--- config.mk ---
export PLATFORM = sky130hd
export DESIGN_NAME = usb_dev_irq_status
export DESIGN_NICKNAME = d
export VERILOG_FILES = /design/src/rtl/usbirq_pkg.sv /design/src/rtl/usbirq_idle_timer.sv /design/src/rtl/usbirq_sticky.sv /design/src/rtl/usbirq_frame_ctr.sv /design/src/rtl/usb_dev_irq_status.sv
export SDC_FILE = /design/constraint.sdc
export NUM_CORES = 1
export LEC_CHECK = 0
export BUFFER_PORTS_ARGS = -buffer_cell sky130_fd_sc_hd__buf_2
export CAP_MARGIN = 30
export CORE_UTILIZATION = 41
export CTS_CLUSTER_DIAMETER = 40
export CTS_CLUSTER_SIZE = 25
export DETAILED_ROUTE_END_ITERATION = 8
export PLACE_DENSITY_LB_ADDON = 0.05
export SETUP_SLACK_MARGIN = 0.05
export SLEW_MARGIN = 5
export SYNTH_ARGS = -nofsm -noshare
export SYNTH_HDL_FRONTEND = slang
export SYNTH_SLANG_ARGS = --single-unit
export TNS_END_PERCENT = 10
--- constraint.sdc ---
create_clock -name clk -period 1.9 [get_ports clk]
set_clock_uncertainty 0.15 [all_clocks]
set_input_delay 0.475 -clock clk [delete_from_list [all_inputs] [get_ports clk]]
set_output_delay 0.475 -clock clk [all_outputs]
set_load 0.05 [all_outputs]
--- src/rtl/usbirq_pkg.sv ---
package usbirq_pkg;
  localparam int unsigned STAT_W   = 32;
  localparam int unsigned N_EVT    = 7;
  localparam int unsigned N_EP     = 10;
  localparam int unsigned EP_LSB   = 12;
  localparam int unsigned N_DMA    = 7;
  localparam int unsigned DMA_LSB  = 25;
  localparam int unsigned FRAME_W  = 11;
  localparam int unsigned UFRAME_W = 3;

  typedef enum int unsigned {
    EV_SUSP  = 0,
    EV_MSOF  = 1,
    EV_SOF   = 2,
    EV_EORST = 3,
    EV_WAKE  = 4,
    EV_EORSM = 5,
    EV_UPRSM = 6
  } evt_idx_e;

  typedef logic [N_EVT-1:0] evt_vec_t;
endpackage

--- src/rtl/usbirq_idle_timer.sv ---
module usbirq_idle_timer #(
  parameter int unsigned SUSP_CYCLES = 90000
) (
  input  logic clk,
  input  logic rst_n,
  input  logic line_idle,
  output logic fire
);
  localparam int unsigned CW = $clog2(SUSP_CYCLES + 1);

  logic [CW-1:0] cnt_q, cnt_d;
  logic          done_q, done_d;
  logic          en;

  always_comb begin
    cnt_d  = cnt_q;
    done_d = done_q;
    fire   = 1'b0;
    if (!line_idle) begin
      cnt_d  = '0;
      done_d = 1'b0;
    end else if (!done_q) begin
      if (cnt_q == CW'(SUSP_CYCLES - 1)) begin
        fire   = 1'b1;
        done_d = 1'b1;
      end else begin
        cnt_d = cnt_q + 1'b1;
      end
    end
  end

  assign en = (cnt_d != cnt_q) || (done_d != done_q);

  always_ff @(posedge clk or negedge rst_n) begin
    if (!rst_n) begin
      cnt_q  <= '0;
      done_q <= 1'b0;
    end else if (en) begin
      cnt_q  <= cnt_d;
      done_q <= done_d;
    end
  end
endmodule

--- src/rtl/usbirq_sticky.sv ---
module usbirq_sticky (
  input  logic clk,
  input  logic rst_n,
  input  logic set_i,
  input  logic ack_i,
  input  logic xclr_i,
  output logic flag_o
);
  logic flag_q, flag_d, en;

  always_comb begin
    flag_d = set_i | (flag_q & ~ack_i & ~xclr_i);
    en     = set_i | ack_i | xclr_i;
  end

  always_ff @(posedge clk or negedge rst_n) begin
    if (!rst_n)  flag_q <= 1'b0;
    else if (en) flag_q <= flag_d;
  end

  assign flag_o = flag_q;
endmodule

--- src/rtl/usbirq_frame_ctr.sv ---
module usbirq_frame_ctr #(
  parameter int unsigned FRAME_W  = 11,
  parameter int unsigned UFRAME_W = 3
) (
  input  logic                clk,
  input  logic                rst_n,
  input  logic                hs_mode,
  input  logic                ev_sof,
  input  logic                ev_msof,
  input  logic [FRAME_W-1:0]  sof_frame,
  output logic [FRAME_W-1:0]  frame_num,
  output logic [UFRAME_W-1:0] uframe_num
);
  logic [FRAME_W-1:0]  frame_q;
  logic [UFRAME_W-1:0] uframe_q, uframe_d;
  logic                uframe_en;

  always_comb begin
    uframe_d  = uframe_q;
    uframe_en = 1'b0;
    if (ev_sof && hs_mode) begin
      uframe_d  = '0;
      uframe_en = 1'b1;
    end else if (ev_msof && hs_mode) begin
      uframe_d  = uframe_q + 1'b1;
      uframe_en = 1'b1;
    end
  end

  always_ff @(posedge clk or negedge rst_n) begin
    if (!rst_n)      frame_q <= '0;
    else if (ev_sof) frame_q <= sof_frame;
  end

  always_ff @(posedge clk or negedge rst_n) begin
    if (!rst_n)         uframe_q <= '0;
    else if (uframe_en) uframe_q <= uframe_d;
  end

  assign frame_num  = frame_q;
  assign uframe_num = uframe_q;
endmodule

--- src/rtl/usb_dev_irq_status.sv ---
module usb_dev_irq_status
  import usbirq_pkg::*;
#(
  parameter int unsigned SUSP_CYCLES = 90000
) (
  input  logic                clk,
  input  logic                rst_n,
  input  logic                hs_mode,
  input  logic                line_idle,
  input  logic                ev_msof,
  input  logic                ev_sof,
  input  logic [FRAME_W-1:0]  sof_frame,
  input  logic                ev_eorst,
  input  logic                ev_wake,
  input  logic                ev_eorsm,
  input  logic                ev_uprsm,
  input  logic [N_EP-1:0]     ep_req,
  input  logic [N_DMA-1:0]    dma_req,
  input  logic [STAT_W-1:0]   ack,
  input  logic [STAT_W-1:0]   mask,
  output logic [STAT_W-1:0]   status,
  output logic                irq,
  output logic [FRAME_W-1:0]  frame_num,
  output logic [UFRAME_W-1:0] uframe_num
);
  logic     idle_fire;
  logic     susp_set;
  evt_vec_t set_v, xclr_v, flags;
  logic     irq_q, irq_d;

  usbirq_idle_timer #(.SUSP_CYCLES(SUSP_CYCLES)) u_idle (
    .clk       (clk),
    .rst_n     (rst_n),
    .line_idle (line_idle),
    .fire      (idle_fire)
  );

  usbirq_frame_ctr #(.FRAME_W(FRAME_W), .UFRAME_W(UFRAME_W)) u_frame (
    .clk        (clk),
    .rst_n      (rst_n),
    .hs_mode    (hs_mode),
    .ev_sof     (ev_sof),
    .ev_msof    (ev_msof),
    .sof_frame  (sof_frame),
    .frame_num  (frame_num),
    .uframe_num (uframe_num)
  );

  // wakeup has priority over a same-cycle suspend expiry
  assign susp_set = idle_fire & ~ev_wake;

  always_comb begin
    set_v           = '0;
    set_v[EV_SUSP]  = susp_set;
    set_v[EV_MSOF]  = ev_msof & hs_mode;
    set_v[EV_SOF]   = ev_sof;
    set_v[EV_EORST] = ev_eorst;
    set_v[EV_WAKE]  = ev_wake;
    set_v[EV_EORSM] = ev_eorsm;
    set_v[EV_UPRSM] = ev_uprsm;
    xclr_v          = '0;
    xclr_v[EV_SUSP] = ev_wake;
    xclr_v[EV_WAKE] = susp_set;
  end

  for (genvar i = 0; i < N_EVT; i++) begin : g_flag
    usbirq_sticky u_flag (
      .clk    (clk),
      .rst_n  (rst_n),
      .set_i  (set_v[i]),
      .ack_i  (ack[i]),
      .xclr_i (xclr_v[i]),
      .flag_o (flags[i])
    );
  end

  always_comb begin
    status                          = '0;
    status[N_EVT-1:0]               = flags;
    status[EP_LSB +: N_EP]          = ep_req;
    status[DMA_LSB +: N_DMA]        = dma_req;
  end

  assign irq_d = |(status & mask);

  always_ff @(posedge clk or negedge rst_n) begin
    if (!rst_n) irq_q <= 1'b0;
    else        irq_q <= irq_d;
  end

  assign irq = irq_q;
endmodule

==> results of run 1 <==
## state kept, by name, summed over array words and instances, names as in the netlist
register and count:
u_idle.cnt_q 17, irq 1, u_idle.done_q 1, u_frame.frame_num 11
g_flag.u_flag.flag_o 7, u_frame.uframe_num 3
## report_power, final
part / switching [mW] / leakage [nW] / internal, mW
clock: 0.287 / 0.0645 / 0.463
sequential: 0.0331 / 0.506 / 0.900
combinational: 0.378 / 0.847 / 0.157
## Yosys cell counts (2+ instances only)
cell type,n,area (µm²)
dfrtp_1,40,1000
buf_4,32,240
mux2_2,12,135
inv_1,11,41.3
nor2_1,11,41.3
a22oi_1,10,75.1
nand3_1,10,50.1
a21oi_1,8,40.0
nand2_1,8,30.0
xor2_1,7,61.3
nand4_1,6,37.5
o21ai_0,6,30.0
a21o_1,4,30.0
clkbuf_1,3,11.3
o22ai_1,3,18.8
and4_1,2,17.5
buf_6,2,22.5
ha_1,2,25.0
mux2i_1,2,20.0
nand2b_1,2,12.5
o31ai_1,2,15.0
or3_1,2,12.5
or4_1,2,15.0
## repair_timing
action / CTS / global route
setup buffers: 0 / 0
endpoints found under the setup margin: 0 / 4
gates resized for setup: 0 / 1
hold buffers: 0 / 0
## layer usage
metal | GRT usage (%) | vias to the layer above | routed length [µm]
li1 | - | 883 | -
met1 | 21.5 | 847 | 1970
met2 | 29.8 | 76 | 2240
met3 | 4.74 | 8 | 389
met4 | 5.66 | 0 | 93
met5 | 0 | - | 0
## metrics by stage
step / power, mW / instances / util [%]
6_report: 2.22 / 368 / 56.0
5_1_grt: 2.32 / 368 / 56.0
2_1_floorplan: 1.36 / 214 / -
4_1_cts: 2.25 / 368 / 55.9
3_5_place_dp: 1.49 / 360 / 53.4
3_3_place_gp: 1.49 / 360 / 53.4
## worst max-delay path by stage
stage	from	end	slack (ns)	cells after the start
finish	u_idle.cnt_q[0]	u_idle.cnt_q[16]	0.16	5
global route	u_idle.cnt_q[14]	u_idle.cnt_q[1]	0.02	4
CTS	u_idle.cnt_q[14]	u_idle.cnt_q[0]	0.13	4
detailed placement	u_idle.cnt_q[14]	u_idle.cnt_q[0]	0.13	4
global placement	u_idle.cnt_q[14]	u_idle.cnt_q[1]	0.15	4
floorplan	u_idle.cnt_q[7]	u_idle.cnt_q[4]	0.18	5
## kinds of logic (layout without fill, tap and decap cells)
kind of cell	Yosys count	after routing	synth area share, %
simple gates	54	54	14.7
buf+inv	49	136	14.9
flops	40	40	46.6
compound gates	39	39	12.0
mux	14	14	7.22
xor+xnor	8	8	3.26
fa+ha+maj	2	2	1.16
other cells	1	8	0.174
## area by class of cell
class | instances | area, µm²
Sequential cell | 40 | 1000
Fill cell | 457 | 2150
Inverter | 11 | 41.3
Clock inverter | 1 | 30.0
Timing Repair Buffer | 117 | 623
Tap cell | 67 | 83.8
Clock buffer | 7 | 96.3
Multi-Input combinational cell | 125 | 856
## worst register-to-register path: stages (launching register included)
cell and delay [ns]:
dfrtp_1 0.39, ha_1 0.23, and3b_1 0.23, nand4_2 0.15, or3_1 0.37, a21oi_1 0.14
==> metrics, run 1 <==
Seq/Total Area, Yosys 46.6%; CTS tree done; Top FF cell, synth dfrtp_1; worst hold path class primary input to async pin; Initial Utilization 44.1%; nets 404; Cell variety after synth 43; CP top delay family simple AND/OR/NAND/NOR gates; Synth Register Bits 40; Post-Syn Area 2150 µm²; worst path bufs/invs 0; VDD IR max 0.467 mV; overflow left after global routing 0; RSZ-0062 raised after global routing true; crit start category flop; Total Wirelength 4690 µm; Placement Setup Slack 0.128 ns; FP Rows 25; die height 74.4 µm; Setup Viol. Count Final 0; Setup CP Type flop to flop; Synth Warn # 0; Min Clock Period, post-route 1.74 ns; reg-to-reg endpoint u_idle.cnt_q[16]; internal reg-to-reg setup slack 0.16 ns; commonest non-fill, non-tap cell in the layout buf_2; Core Area 4880 µm²; Post-Synthesis Cells 207; DR WL/cell 12.7 µm; Req. time, crit path 1.96 ns; cell area after placement 2600 µm²; # clock sinks 40; gp weighted congestion 0.778; Vias/cell 4.93; final hold violation count 0; largest net degree at the start of global routing 41; max_cap viols 0; vias in the first global route 1,693; reg2reg start u_idle.cnt_q[0]; fin area 2730 µm²; initial antenna violation count 0; iteration-0 DRC count of the detailed router 96; first-pass GRT wire length 7390 µm; clk root buf clkbuf_8; clock tree buffer depth 2; number of synthesized flops with an enable pin 0; diode count 0; critical path's largest stage delay 0.39 ns; Hold Slack 0.00415 ns; Die Wd 74.4 µm; TritonCTS buffer count 5; setup slack after layout 0.161 ns; Clock transition at path regs 0.08 ns; CP Cell Sequence ha_1, and3b_1, nand4_2, or3_1, a21oi_1; Pins Over Slew Limit 0; ys async rst share 100%; port bufs 107; routed vias 1,814; area delta synth->final 27.1%; total negative slack 0 ns; Final ANT Viol Nets 0; Pwr Density 812 nW/µm²; Worst EP arrival 1.80 ns; commonest cells after routing, fill and taps aside buf_2, dfrtp_1, mux2_2; First-pass DRT Iterations 4; Skew-Pair Late Insertion Delay 0.28 ns; Pleak 1.42 nW; Die ar. 5540 µm²; Mapped Avg Cell Area 10.4 µm²; Max H-tree Level 2; CP max stage cell dfrtp_1; CP max FO 5; IO Pins 149; CP Capture Type flop; # DRC 0; reg2reg path depth 5; GRT Total Usage 17.5%; max frequency 0.575 GHz; fin crit share 91.5%; dpl hpwl 3590 µm; status complete, no violations; share of layout cells above drive strength 1 47.5%
No activity file was read; power rests on OpenSTA's default activity.
==> run 2: changes to the inputs <==
--- a/config.mk
+++ b/config.mk
@@ -7,11 +7,12 @@
 export LEC_CHECK = 0
 export BUFFER_PORTS_ARGS = -buffer_cell sky130_fd_sc_hd__buf_2
 export CAP_MARGIN = 30
+export CORE_MARGIN = 2
 export CORE_UTILIZATION = 41
 export CTS_CLUSTER_DIAMETER = 40
 export CTS_CLUSTER_SIZE = 25
 export DETAILED_ROUTE_END_ITERATION = 8
-export PLACE_DENSITY_LB_ADDON = 0.05
+export PLACE_DENSITY_LB_ADDON = 0.15
 export SETUP_SLACK_MARGIN = 0.05
 export SLEW_MARGIN = 5
 export SYNTH_ARGS = -nofsm -noshare
==> run 2 against run 1 <==
Effect of this change:
- first-iteration DRC count shrank 59%
- non-clock buffer count shrank 1
- sequential power is essentially flat
- maximum frequency shrank 2.3%
- setup slack lost 0.040 ns
- critical path depth is the same
- sequential share of layout area grew 0.58 points
- largest power group unchanged
==> metrics, run 2 (synthesis gave the netlist of run 1 again) <==
status complete, no violations; CP max FO 5 (unchanged); Final Non-Filler Cells 369 (+0.27%); initial antenna violation count 0 (unchanged); DR WL/cell 13.0 µm (+1.7%); gp weighted congestion 0.694 (-11%); CTS tree done; final hold violation count 0 (unchanged); FP Rows 26 (+4.0%); Core Area 5070 µm² (+4.0%); First-pass DRT Iterations 4 (unchanged); Skew-Pair Late Insertion Delay 0.28 ns (about the same); Setup Viol. Count Final 0 (unchanged); Pwr Density 743 nW/µm² (-8.6%); routed vias 1,796 (-0.99%); clock tree buffer depth 2 (unchanged); overflow left after global routing 0 (unchanged); share of layout cells above drive strength 1 46.8% (-0.69 points); CP Capture Type flop; die height 76.4 µm (+2.7%); max frequency 0.562 GHz (-2.3%); area delta synth->final 25.1%; CP Cell Sequence ha_1, and3b_1, nand4_2, or3_1, a21oi_1; Die ar. 5840 µm² (+5.4%); critical path's largest stage delay 0.38 ns (about the same); IO Pins 149 (unchanged); total power 2.00 mW (-10%); # clock sinks 40 (unchanged); fin crit share 93.6% (+2.1 points); Total Wirelength 4780 µm (+2.0%); Worst EP arrival 1.84 ns (+0.04 ns); worst hold path class primary input to flop; setup slack after layout 0.121 ns (-0.0402 ns); Setup CP Type flop to flop; commonest cells after routing, fill and taps aside buf_2, dfrtp_1, mux2_2; vias in the first global route 1,700 (+0.41%); dpl hpwl 3730 µm (+3.9%); DP Cell Count 361 (+0.28%); Pleak 1.39 nW (-2.1%); RSZ-0062 raised after global routing true; crit start category flop; total negative slack 0 ns (unchanged); clk root buf clkbuf_8; Pins Over Slew Limit 0 (unchanged); max_cap viols 0 (unchanged); Biggest register u_idle.cnt_q; Final ANT Viol Nets 0 (unchanged); Min Clock Period, post-route 1.78 ns (+0.0402 ns); Hold Slack 0.196 ns (+0.192 ns); Max H-tree Level 2 (unchanged); Vias/cell 4.87 (-1.3%); # DRC 0 (unchanged); nets 403 (-0.25%); iteration-0 DRC count of the detailed router 39 (-59%); commonest non-fill, non-tap cell in the layout buf_2; Die Wd 76.4 µm (+2.7%); Clock transition at path regs 0.07 ns (about the same); diode count 0 (unchanged); max reg flops 17 (unchanged); FILL cells 483 (+5.7%); first-pass GRT wire length 7580 µm (+2.5%); Placement Setup Slack 0.121 ns (-0.00760 ns); GRT Total Usage 16.0% (-1.6 points); VDD IR max 0.316 mV (-32%); TritonCTS buffer count 5 (unchanged); port bufs 107 (unchanged); largest net degree at the start of global routing 19 (-54%); CP max stage cell dfrtp_1; Initial Utilization 42.4% (-1.7 points); Req. time, crit path 1.96 ns (about the same)
## run 2: cell count changes in the layout (fill, tap and decap cells not counted), sizes merged
cell,delta
clkinv,+1
buf,-2
dlygate4sd3,+1
bufinv,-1
clkbuf,-1
## run 2: final timing paths
check | start | end | slack [ns] | cells after the start
worst max-delay path | u_idle.cnt_q[0] | u_idle.cnt_q[16] | 0.12 | 5
worst min-delay path | ev_wake | g_flag[0].u_flag.flag_o | 0.20 | 2
worst max register to register | u_idle.cnt_q[0] | u_idle.cnt_q[16] | 0.12 | 5
worst min register to register | u_frame.frame_num[8] | u_frame.frame_num[8] | 0.35 | 1
max in group asynchronous | rst_n | u_frame.frame_num[0] | 0.63 | 3
min in group asynchronous | rst_n | u_idle.cnt_q[0] | 0.51 | 2
## run 2: critical path, delay by kind of cell, from the launching register on
| family | cells | cell delay (ns) |
|---|---|---|
| AOI/OAI and AO/OA | 1 | 0.14 |
| DFF | 1 | 0.38 |
| and+or+nand+nor | 3 | 0.78 |
| adders and majority gates | 1 | 0.25 |
## run 2: area by class of cell
cell class	instances	area, µm²	share of cell area, %
flip-flops and latches	40	1000	37.2
multi-input cells	125	863	32.1
inverters	11	41.3	1.54
clock inverters	1	5.00	0.186
well taps	70	87.6	3.26
clock buffers	6	72.6	2.70
repair buffers	116	618	23.0
## run 2: per-stage QoR
step	instance area (µm²)	utilization, %
after floorplan	2180	-
after global placement	2590	51.1
after global routing	2690	53.0
after CTS	2680	52.8
final	2690	53.0
after detailed placement	2590	51.1
## run 2: what timing repair did
item                       4_1_cts  5_1_grt
hold endpoints to repair        16        0
buffers inserted                 0        0
setup endpoints to repair        0        4
gates resized for setup          0        2
hold buffers                     1        0
## run 2: metal layers
metal / track usage, % / wire length (µm) / vias to the layer above
met4: 6.00 / 70 / 0
met5: 0 / 0 / -
met3: 4.74 / 371 / 6
li1: - / - / 877
met2: 29.3 / 2440 / 66
met1: 17.2 / 1900 / 847
## run 2: where the power goes
part           switching (mW)  internal, mW
clock network           0.275         0.250
registers              0.0318         0.900
logic                   0.380         0.159
==> run 3: changes to the inputs <==
--- a/config.mk
+++ b/config.mk
@@ -13,6 +13,7 @@
 export CTS_CLUSTER_SIZE = 25
 export DETAILED_ROUTE_END_ITERATION = 8
 export PLACE_DENSITY_LB_ADDON = 0.15
+export RECOVER_POWER = 25
 export SETUP_SLACK_MARGIN = 0.05
 export SLEW_MARGIN = 5
 export SYNTH_ARGS = -nofsm -noshare
==> run 3 against run 2 <==
Effect of this change:
- via count about the same
- first-iteration DRC count unchanged
- critical path depth unchanged
- sequential power about the same
- sequential share of layout area about the same
- non-clock buffer count unchanged
- maximum frequency unchanged
==> metrics, run 3 (synthesis gave the netlist of run 1 again) <==
status complete, no violations; diode count 0 (unchanged); crit start category flop; Pwr Density 743 nW/µm² (about the same); TritonCTS buffer count 5 (unchanged); commonest non-fill, non-tap cell in the layout buf_2; Biggest register u_idle.cnt_q; area delta synth->final 25.0% (about the same); Max H-tree Level 2 (unchanged); commonest cells after routing, fill and taps aside buf_2, dfrtp_1, mux2_2; RSZ-0062 raised after global routing true; Pleak 1.38 nW (-0.20%); first-pass GRT wire length 7580 µm (unchanged); clk root buf clkbuf_8; total power 2.00 mW (about the same); Core Area 5070 µm² (unchanged); GRT Total Usage 16.0% (unchanged); max frequency 0.562 GHz (unchanged); CP Capture Type flop; Worst EP arrival 1.84 ns (about the same); FILL cells 484 (+0.21%); Die ar. 5840 µm² (unchanged); CTS tree done; Setup Viol. Count Final 0 (unchanged); port bufs 107 (unchanged); die height 76.4 µm (unchanged); vias in the first global route 1,700 (unchanged); Slew @ Worst Pin 0.779 ns; fin crit share 93.6% (unchanged); worst hold path class primary input to flop; Skew-Pair Late Insertion Delay 0.28 ns (about the same); overflow left after global routing 0 (unchanged); VDD IR max 0.316 mV (about the same); nets 403 (unchanged); Vias/cell 4.86 (about the same); # DRC 0 (unchanged); Min Clock Period, post-route 1.78 ns (unchanged); DR WL/cell 13.0 µm (about the same); final hold violation count 0 (unchanged); # clock sinks 40 (unchanged); Req. time, crit path 1.96 ns (about the same); CP max FO 5 (unchanged); initial antenna violation count 0 (unchanged); dpl hpwl 3730 µm (unchanged); Hold Slack 0.196 ns (unchanged); setup bufs post-CTS 0 (unchanged); iteration-0 DRC count of the detailed router 39 (unchanged); Final ANT Viol Nets 0 (unchanged); share of layout cells above drive strength 1 46.5% (-0.33 points); Total Wirelength 4790 µm (about the same); First-pass DRT Iterations 4 (unchanged); Setup CP Type flop to flop; Worst Hold Depth 2 (unchanged); Die Wd 76.4 µm (unchanged); FP Rows 26 (unchanged); gp weighted congestion 0.694 (unchanged); clock tree buffer depth 2 (unchanged); max reg flops 17 (unchanged); Rel. slew slack 48.1%; routed vias 1,795 (-0.056%); Pins Over Slew Limit 0 (unchanged); Clock transition at path regs 0.07 ns (about the same); Initial Utilization 42.4% (unchanged); total negative slack 0 ns (unchanged); reg2reg path depth 5 (unchanged); IO Pins 149 (unchanged); max_cap viols 0 (unchanged); largest net degree at the start of global routing 19 (unchanged)
## run 3: cell types whose count changed in the layout (fill, tap and decap cells not counted)
cell / delta
buf_2: -1
clkbuf_1: +1
## run 3: routing by layer
metal	vias up	part of all wire, %	wire length, µm	global-route usage [%]
li1	877	-	-	-
met1	846	40	1900	17.2
met2	66	51	2440	29.3
met3	6	7.8	371	4.74
met4	0	1.5	70	6.00
met5	-	0	0	0
## run 3: where the power goes
group | switching [mW] | total [mW] | internal, mW | leakage (nW)
registers | 0.0318 | 0.932 | 0.900 | 0.506
logic | 0.380 | 0.540 | 0.159 | 0.838
clock network | 0.275 | 0.525 | 0.250 | 0.0410
## run 3: stage by stage
stage	worst slack (ns)	utilization [%]	cells	area (µm²)
floorplan	0.183	-	214	2180
global placement	0.139	51.1	361	2590
detailed placement	0.121	51.1	361	2590
CTS	0.103	52.8	369	2680
global route	0.0244	53.0	369	2690
finish	0.121	53.0	369	2690
## run 3: final cells by class
type / instances / area (µm²) / area share, %
clock inverters: 1 / 5.00 / 0.186
multi-input cells: 125 / 863 / 32.1
clock buffers: 6 / 72.6 / 2.70
repair buffers: 116 / 617 / 23.0
flip-flops and latches: 40 / 1000 / 37.2
well taps: 70 / 87.6 / 3.26
inverters: 11 / 41.3 / 1.54
## run 3: worst max-delay path: stages, from the launching register on
cell and delay, ns:
dfrtp_1 0.38, ha_1 0.25, and3b_1 0.23, nand4_2 0.17
or3_1 0.38, a21oi_1 0.14
## run 3: worst paths after layout
| path | start | end | slack, ns |
|---|---|---|---|
| min in group asynchronous | rst_n | u_idle.cnt_q[0] | 0.51 |
| worst min-delay path | ev_wake | g_flag[0].u_flag.flag_o | 0.20 |
| worst max-delay path | u_idle.cnt_q[0] | u_idle.cnt_q[16] | 0.12 |
| max in group asynchronous | rst_n | u_frame.frame_num[0] | 0.63 |
| worst max register to register | u_idle.cnt_q[0] | u_idle.cnt_q[16] | 0.12 |
| worst min register to register | u_frame.frame_num[8] | u_frame.frame_num[8] | 0.35 |
## run 3: repair_timing
action / in CTS / in global routing
endpoints found under the hold margin: 16 / 0
gates resized for setup: 0 / 2
hold buffers: 1 / 0
setup endpoints to repair: 0 / 4
